==> config.mk <==
export PLATFORM = sky130hd
export DESIGN_NAME = mb_train_seq
export DESIGN_NICKNAME = d
export VERILOG_FILES = /design/src/rtl/mbt_pkg.sv /design/src/rtl/mbt_lane_order.sv /design/src/rtl/mbt_sweep_cnt.sv /design/src/rtl/mbt_timeout.sv /design/src/rtl/mb_train_seq.sv
export SDC_FILE = /design/constraint.sdc
export NUM_CORES = 1
export LEC_CHECK = 0
export ABC_AREA = 1
export BUFFER_PORTS_ARGS = -buffer_cell sky130_fd_sc_hd__buf_2
export CAP_MARGIN = 20
export CELL_PAD_IN_SITES_DETAIL_PLACEMENT = 0
export CELL_PAD_IN_SITES_GLOBAL_PLACEMENT = 2
export CORE_AREA = 2 2 103 105
export DETAILED_ROUTE_END_ITERATION = 8
export DIE_AREA = 0 0 105 107
export HOLD_SLACK_MARGIN = 0.05
export PLACE_DENSITY = 0.9
export SLEW_MARGIN = 25
export SYNTH_ARGS = -nofsm -noshare
export SYNTH_HDL_FRONTEND = slang
export SYNTH_HIERARCHICAL = 1
export SYNTH_SLANG_ARGS = --single-unit
export TNS_END_PERCENT = 5
==> constraint.sdc <==
create_clock -name clk_i -period 8.4 [get_ports clk_i]
set_input_delay 1.26 -clock clk_i [delete_from_list [all_inputs] [get_ports clk_i]]
set_output_delay 1.26 -clock clk_i [all_outputs]
set_load 0.005 [all_outputs]
==> src/rtl/mbt_pkg.sv <==
package mbt_pkg;
  localparam int OP_W = 8;
  localparam int N_LANES = 4;

  typedef enum logic [3:0] {
    S_RESET = 4'd0, S_LANE = 4'd1, S_VVREF = 4'd2, S_DVREF = 4'd3,
    S_SPD = 4'd4, S_VCTR = 4'd5, S_DC1 = 4'd6, S_DSK = 4'd7,
    S_DC2 = 4'd8, S_LSPD = 4'd9, S_ACTIVE = 4'd10, S_ERR = 4'd15
  } sub_e;

  typedef enum logic [1:0] {PH_ACT, PH_ACT_W, PH_EXIT, PH_EXIT_W} ph_e;

  localparam logic [3:0] K_PT_REQ   = 4'd1;
  localparam logic [3:0] K_PT_RSP   = 4'd2;
  localparam logic [3:0] K_SWP_REQ  = 4'd3;
  localparam logic [3:0] K_SWP_RSP  = 4'd4;
  localparam logic [3:0] K_EXIT_REQ = 4'd5;
  localparam logic [3:0] K_EXIT_RSP = 4'd6;

  localparam logic [1:0] E_NONE = 2'd0;
  localparam logic [1:0] E_TMO  = 2'd1;
  localparam logic [1:0] E_LANE = 2'd2;
  localparam logic [1:0] E_MSG  = 2'd3;
endpackage

==> src/rtl/mbt_lane_order.sv <==
module mbt_lane_order #(
  parameter int N = 4,
  localparam int LW = (N > 1) ? $clog2(N) : 1
) (
  input  logic          clk_i,
  input  logic          rst_ni,
  input  logic          en_i,
  input  logic          vld_i,
  input  logic [LW-1:0] id_i,
  output logic          step_o,
  output logic          done_o,
  output logic          bad_o
);
  logic [LW-1:0] idx_q;

  assign step_o = en_i && vld_i && (id_i == idx_q);
  assign done_o = step_o && (idx_q == LW'(N-1));
  assign bad_o  = en_i && vld_i && (id_i != idx_q);

  always_ff @(posedge clk_i or negedge rst_ni) begin
    if (!rst_ni)     idx_q <= '0;
    else if (!en_i)  idx_q <= '0;
    else if (step_o) idx_q <= idx_q + LW'(1);
  end


  lane_idx_chk: assert property (@(posedge clk_i) disable iff (!rst_ni)
    (en_i && !vld_i) |=> (idx_q == $past(idx_q) || !$past(en_i)));
endmodule

==> src/rtl/mbt_sweep_cnt.sv <==
module mbt_sweep_cnt #(
  parameter int STEPS = 16,
  parameter int REPEATS = 15,
  localparam int SW = (STEPS > 1) ? $clog2(STEPS) : 1,
  localparam int RW = (REPEATS > 1) ? $clog2(REPEATS) : 1
) (
  input  logic clk_i,
  input  logic rst_ni,
  input  logic clr_i,
  input  logic inc_i,
  input  logic multi_i,
  output logic last_o
);
  logic [SW-1:0] step_q;
  logic [RW-1:0] rep_q;
  logic step_last;

  assign step_last = (step_q == SW'(STEPS-1));
  assign last_o = step_last && (!multi_i || rep_q == RW'(REPEATS-1));

  always_ff @(posedge clk_i or negedge rst_ni) begin
    if (!rst_ni) begin
      step_q <= '0;
      rep_q  <= '0;
    end else if (clr_i) begin
      step_q <= '0;
      rep_q  <= '0;
    end else if (inc_i) begin
      if (step_last) begin
        step_q <= '0;
        rep_q  <= rep_q + RW'(1);
      end else begin
        step_q <= step_q + SW'(1);
      end
    end
  end


  sweep_wrap_chk: assert property (@(posedge clk_i) disable iff (!rst_ni)
    (inc_i && last_o && !clr_i) |=> (step_q == '0));
endmodule

==> src/rtl/mbt_timeout.sv <==
module mbt_timeout #(
  parameter int W = 16
) (
  input  logic         clk_i,
  input  logic         rst_ni,
  input  logic         run_i,
  input  logic         clr_i,
  input  logic [W-1:0] lim_i,
  output logic         expired_o
);
  logic [W-1:0] cnt_q;

  assign expired_o = run_i && (cnt_q >= lim_i);

  always_ff @(posedge clk_i or negedge rst_ni) begin
    if (!rst_ni)                cnt_q <= '0;
    else if (!run_i || clr_i)   cnt_q <= '0;
    else if (cnt_q != '1)       cnt_q <= cnt_q + W'(1);
  end


  tmo_count_chk: assert property (@(posedge clk_i) disable iff (!rst_ni)
    (run_i && !clr_i && !expired_o) |=> (cnt_q == $past(cnt_q) + W'(1)));
endmodule

==> src/rtl/mb_train_seq.sv <==
module mb_train_seq
  import mbt_pkg::*;
#(
  parameter int STEPS = 16,
  parameter int REPEATS = 15,
  parameter int TMO_W = 16
) (
  input  logic             clk_i,
  input  logic             rst_ni,
  input  logic             start_i,
  input  logic             pt_en_i,
  input  logic [TMO_W-1:0] tmo_lim_i,
  output logic             sb_tx_valid_o,
  input  logic             sb_tx_ready_i,
  output logic [OP_W-1:0]  sb_tx_op_o,
  input  logic             sb_rx_valid_i,
  input  logic [OP_W-1:0]  sb_rx_op_i,
  output logic             pll_req_o,
  input  logic             pll_lock_i,
  output logic             lane_chk_o,
  input  logic             lane_vld_i,
  input  logic [1:0]       lane_id_i,
  input  logic             rdi_active_i,
  input  logic             fdi_active_i,
  output logic [3:0]       state_o,
  output logic             err_o,
  output logic [1:0]       err_code_o,
  output logic             active_o,
  output logic             link_up_o
);
  sub_e sub_q, sub_d;
  ph_e  ph_q, ph_d;
  logic [1:0] code_q, code_d;
  logic lane_en, lane_step, lane_done, lane_bad;
  logic sw_inc, sw_clr, sw_multi, sw_last;
  logic tmo_run, tmo_clr, tmo_exp;
  logic tx_vld, is_vref, is_sweep;
  logic [3:0] tx_kind, rsp_kind;

  assign is_vref  = (sub_q == S_VVREF) || (sub_q == S_DVREF);
  assign sw_multi = (sub_q == S_DC1) || (sub_q == S_DSK) || (sub_q == S_DC2);
  assign is_sweep = sw_multi || (sub_q == S_VCTR);
  assign tmo_run  = (sub_q != S_RESET) && (sub_q != S_ACTIVE) && (sub_q != S_ERR);
  assign rsp_kind = is_vref ? K_PT_RSP : K_SWP_RSP;

  mbt_lane_order #(.N(N_LANES)) u_lane (
    .clk_i, .rst_ni, .en_i(lane_en), .vld_i(lane_vld_i), .id_i(lane_id_i),
    .step_o(lane_step), .done_o(lane_done), .bad_o(lane_bad)
  );

  mbt_sweep_cnt #(.STEPS(STEPS), .REPEATS(REPEATS)) u_sweep (
    .clk_i, .rst_ni, .clr_i(sw_clr), .inc_i(sw_inc), .multi_i(sw_multi),
    .last_o(sw_last)
  );

  mbt_timeout #(.W(TMO_W)) u_tmo (
    .clk_i, .rst_ni, .run_i(tmo_run), .clr_i(tmo_clr), .lim_i(tmo_lim_i),
    .expired_o(tmo_exp)
  );

  always_comb begin
    sub_d     = sub_q;
    ph_d      = ph_q;
    code_d    = code_q;
    tx_vld    = 1'b0;
    tx_kind   = K_EXIT_REQ;
    pll_req_o = 1'b0;
    lane_en   = 1'b0;
    sw_inc    = 1'b0;
    if (sub_q == S_RESET) begin
      if (start_i) begin
        sub_d = S_LANE;
        ph_d  = PH_ACT;
      end
    end else if (tmo_run) begin
      case (ph_q)
        PH_ACT: begin
          if (sub_q == S_LANE) begin
            lane_en = 1'b1;
            if (lane_done) ph_d = PH_EXIT;
          end else if (is_vref) begin
            if (pt_en_i) begin
              tx_vld  = 1'b1;
              tx_kind = K_PT_REQ;
              if (sb_tx_ready_i) ph_d = PH_ACT_W;
            end else begin
              ph_d = PH_EXIT;
            end
          end else if (sub_q == S_SPD) begin
            pll_req_o = 1'b1;
            if (pll_lock_i) ph_d = PH_EXIT;
          end else if (is_sweep) begin
            tx_vld  = 1'b1;
            tx_kind = K_SWP_REQ;
            if (sb_tx_ready_i) ph_d = PH_ACT_W;
          end else begin
            ph_d = PH_EXIT;
          end
        end
        PH_ACT_W: begin
          if (sb_rx_valid_i) begin
            if (sb_rx_op_i == {rsp_kind, 4'(sub_q)}) begin
              if (is_vref) begin
                ph_d = PH_EXIT;
              end else begin
                sw_inc = 1'b1;
                ph_d   = sw_last ? PH_EXIT : PH_ACT;
              end
            end else begin
              sub_d  = S_ERR;
              code_d = E_MSG;
            end
          end
        end
        PH_EXIT: begin
          tx_vld = 1'b1;
          if (sb_tx_ready_i) ph_d = PH_EXIT_W;
        end
        default: begin
          if (sb_rx_valid_i) begin
            if (sb_rx_op_i == {K_EXIT_RSP, 4'(sub_q)}) begin
              sub_d = sub_e'(4'(sub_q) + 4'd1);
              ph_d  = PH_ACT;
            end else begin
              sub_d  = S_ERR;
              code_d = E_MSG;
            end
          end
        end
      endcase
      if (lane_bad) begin
        sub_d  = S_ERR;
        code_d = E_LANE;
      end
      if (tmo_exp) begin
        sub_d  = S_ERR;
        code_d = E_TMO;
      end
    end
  end

  assign sw_clr  = (sub_d != sub_q);
  assign tmo_clr = (sub_d != sub_q) || (ph_d != ph_q) || sw_inc || lane_step;

  always_ff @(posedge clk_i or negedge rst_ni) begin
    if (!rst_ni) begin
      sub_q  <= S_RESET;
      ph_q   <= PH_ACT;
      code_q <= E_NONE;
    end else begin
      sub_q  <= sub_d;
      ph_q   <= ph_d;
      code_q <= code_d;
    end
  end

  assign sb_tx_valid_o = tx_vld;
  assign sb_tx_op_o    = {tx_kind, 4'(sub_q)};
  assign lane_chk_o    = lane_en;
  assign state_o       = 4'(sub_q);
  assign err_o         = (sub_q == S_ERR);
  assign err_code_o    = code_q;
  assign active_o      = (sub_q == S_ACTIVE);
  assign link_up_o     = active_o && rdi_active_i && fdi_active_i;


  state_step_chk: assert property (@(posedge clk_i) disable iff (!rst_ni)
    (sub_q != $past(sub_q)) |-> ((4'(sub_q) == 4'($past(sub_q)) + 4'd1) || sub_q == S_ERR));


  err_hold_chk: assert property (@(posedge clk_i) disable iff (!rst_ni)
    (sub_q == S_ERR) |=> (sub_q == S_ERR));


  pll_wait_chk: assert property (@(posedge clk_i) disable iff (!rst_ni)
    (sub_q == S_SPD && ph_q == PH_ACT && !pll_lock_i && !tmo_exp) |=> (sub_q == S_SPD && ph_q == PH_ACT));


  tx_hold_chk: assert property (@(posedge clk_i) disable iff (!rst_ni)
    (sb_tx_valid_o && !sb_tx_ready_i && !tmo_exp) |=> (sb_tx_valid_o && $stable(sb_tx_op_o)));


  active_entry_chk: assert property (@(posedge clk_i) disable iff (!rst_ni)
    $rose(active_o) |-> ($past(sub_q) == S_LSPD));
endmodule

==> impl_metrics.env <==
export IMPL_cp_top_family="simple AND/OR/NAND/NOR gates"
export IMPL_syn_cell_area_um2=3290
export IMPL_routed_via_count=3226
export IMPL_syn_inst=500
export IMPL_nFillCells=1115
export IMPL_drive_gt1_frac=0.203
export IMPL_row_count=37
export IMPL_die_area_um2=11200
export IMPL_power_density_nw_per_um2=143
export IMPL_grt_setup_unrepaired="no"
export IMPL_post_cts_buffers=0
export IMPL_fmax_ghz=0.229
export IMPL_cp_cell_sequence="inv_1, ha_1, nand2_8, nand2_2, nor2_2, nand2_1, nor2_1, nand2_1, a21oi_1, nor2_1, nand2_4, a21oi_2, nand2_1, nand2_1, nand3_1, nand3_1, nor2_2, nand2_1, nor2_1, buf_4, nand4_1, nand3_1, o21ai_2"
export IMPL_critPathLaunch="state_o[0]"
export IMPL_io_pins=56
export IMPL_ctsHoldBuffers=0
export IMPL_maxSlewViolCount=0
export IMPL_p_leak_nw=2.08
export IMPL_synth_nets=561
export IMPL_ys_types=37
export IMPL_hpwlAfterDp_mm=6.55
export IMPL_critPathMaxStageDelay_ns=0.53
export IMPL_multiInputGateArea_um2=2050
export IMPL_finalClockSkew_ns=0.00762
export IMPL_cts_resized=0
export IMPL_drc_errors=0
export IMPL_worstPathMaxFanout=17
export IMPL_power_mw=0.533
export IMPL_criticalPathCategory="reg -> reg"
export IMPL_grt_start_max_net_pins=35
export IMPL_arrival_ns=4.52
export IMPL_h_tree_depth=2
export IMPL_critPathCaptureType="flip-flop"
export IMPL_wl_per_cell_um=11.8
export IMPL_synthTopCellsByArea="dfrtp_1 (26%), nand2_1 (16%), ha_1 (9.5%), inv_1 (8.4%), nand3_1 (7.3%)"
export IMPL_critPathBufInv=2
export IMPL_portBuffers=53
export IMPL_peakVddDrop_mv=0.0648
export IMPL_slowest_stage="dfrtp_1"
export IMPL_gp_congestion=0.843
export IMPL_routed_wl_mm=8.10
export IMPL_period_minus_slack_ns=4.37
export IMPL_startpoint_type="flip-flop"
export IMPL_insertion_delay_ns=0.28
export IMPL_overflow=0
export IMPL_vias_per_cell=4.72
export IMPL_start_util=0.326
export IMPL_nets=610
export IMPL_setup_viol_count_final=0
export IMPL_core_um2=10100
export IMPL_synth_common_cells="nand2_1 (144), inv_1 (74), nand3_1 (48), nor2_1 (38), dfrtp_1 (34)"
export IMPL_regArea_um2=851
export IMPL_synth_top_flop_cell="dfrtp_1"
export IMPL_r2r_start="state_o[0]"
export IMPL_drtIter0Drc=87
export IMPL_area_growth_pct=13.4
export IMPL_seq_area_frac_synth=0.259
export IMPL_synth_avg_cell_area_um2=6.58
export IMPL_clock_sinks=34
export IMPL_min_path_type="reg -> reg"
export IMPL_cts_clk_slew_worst_paths_ns=0.07
export IMPL_synth_top_cell_by_area="dfrtp_1"
export IMPL_antenna_found_initial=0
export IMPL_tns_ns=0
export IMPL_cts_tree="done"
export IMPL_synth_top_cell_area_share=0.259
export IMPL_finalCritPeriodShare=0.520
export IMPL_worstHoldStart="u_tmo/cnt_q[11]"
export IMPL_grt_pass1_vias=3106
export IMPL_ant_nets=0
export IMPL_grt_pass1_wl_mm=14.2
export IMPL_grtUsageTotal=0.153
export IMPL_max_slew_margin=0.469
export IMPL_synth_most_common_cell="nand2_1"
export IMPL_async_flop_share=1.00
export IMPL_outcome="finished clean"
export IMPL_diodes=0
export IMPL_die_h_um=107
export IMPL_cts_root_buffer="clkbuf_8"
export IMPL_critPathMostFrequentCell="nand2_1"
export IMPL_dr_pass1_iters=4
export IMPL_die_x_um=105
export IMPL_required_ns=8.55
export IMPL_clockBufferDepth=2
export IMPL_max_cap_viol_count=0
export IMPL_ys_ff_latch=34
export IMPL_finalHoldViolCount=0
export IMPL_cts_buffers_inserted=5
export IMPL_synth_edf_count=0
export IMPL_tightest_slew_ns=0.796
export IMPL_yosysWarningCount=6
## worst paths after layout
check	end	slack, ns	depth (start not counted)
max	u_tmo/cnt_q[0]	4.03	23
max in group asynchronous	ph_q[0]	6.82	1
min	u_tmo/cnt_q[11]	0.51	1
min in group asynchronous	u_sweep/rep_q[2]	1.06	1
max reg2reg	u_tmo/cnt_q[0]	4.03	23
min reg2reg	u_tmo/cnt_q[11]	0.51	1
## state kept, by name, summed over array words and instances, names as in the netlist
signal          count
err_code_o          2
ph_q                2
state_o             4
u_lane/idx_q        2
u_sweep/rep_q       4
u_sweep/step_q      4
u_tmo/cnt_q        16
## placed cells by master (no fill, tap or decap), types with 4 or more instances in the layout
| cell | synthesis | final |
|---|---|---|
| nor2_1 | 38 | 38 |
| nand2_1 | 144 | 144 |
| o21ai_0 | 10 | 10 |
| inv_2 | 5 | 5 |
| xor2_1 | 4 | 4 |
| nor2_2 | 7 | 7 |
| dfrtp_1 | 34 | 34 |
| or2_2 | 6 | 6 |
| ha_1 | 25 | 25 |
| inv_1 | 74 | 74 |
| nand2_2 | 9 | 9 |
| o21ai_2 | 4 | 4 |
| buf_2 | 1 | 53 |
| nor3_1 | 10 | 10 |
| nand3_1 | 48 | 48 |
| clkbuf_8 | 0 | 6 |
| nand4_1 | 11 | 11 |
| a21oi_1 | 26 | 26 |
| nand3_2 | 7 | 7 |
| nand2_4 | 4 | 4 |
## final cells by class
class,count,area share
flip-flops and latches,34,0.228
clock buffers,6,0.0221
inverters,80,0.0811
repair buffers,54,0.0731
well taps,136,0.0456
multi-input cells,374,0.550
## per-stage QoR
stage                     instance area (um^2)  setup WS [ns]  std cells  hold slack [ns]  utilization
after CTS                                 3730           3.97        684            0.510        0.370
after detailed placement                  3650           3.87        678            0.499        0.362
after global placement                    3650           3.87        678            0.490        0.362
after global routing                      3730           3.43        684            0.534        0.370
final                                     3730           4.03        684            0.509        0.370
after floorplan                           3290           4.72        500            0.465            -
## report_power, final
part / switching (mW) / internal [mW]
combinational: 0.146 / 0.0717
sequential: 0.0180 / 0.176
clock: 0.0583 / 0.0633
total: 0.222 / 0.311
## metal layers
layer  routed length (um)  track usage  share of wire  vias up
li1                     -            -              -     1679
met1                 3910        0.201           0.48     1480
met2                 3850        0.262           0.48       58
met3                  241       0.0195          0.030        9
met4                   91       0.0476          0.011        0
met5                    0            0              0        -
## kinds of logic (layout without fill, tap and decap cells)
family | count (synthesis) | after routing | synth area share
AO/OA/AOI/OAI | 50 | 50 | 0.0878
XOR/XNOR | 6 | 6 | 0.0160
adder cells (fa/ha/maj) | 25 | 25 | 0.0951
buffers and inverters | 92 | 140 | 0.117
flip-flops | 34 | 34 | 0.259
other | 2 | 2 | 0.00228
AND/OR/NAND/NOR | 291 | 291 | 0.423
No activity file was read; power rests on OpenSTA's default activity.
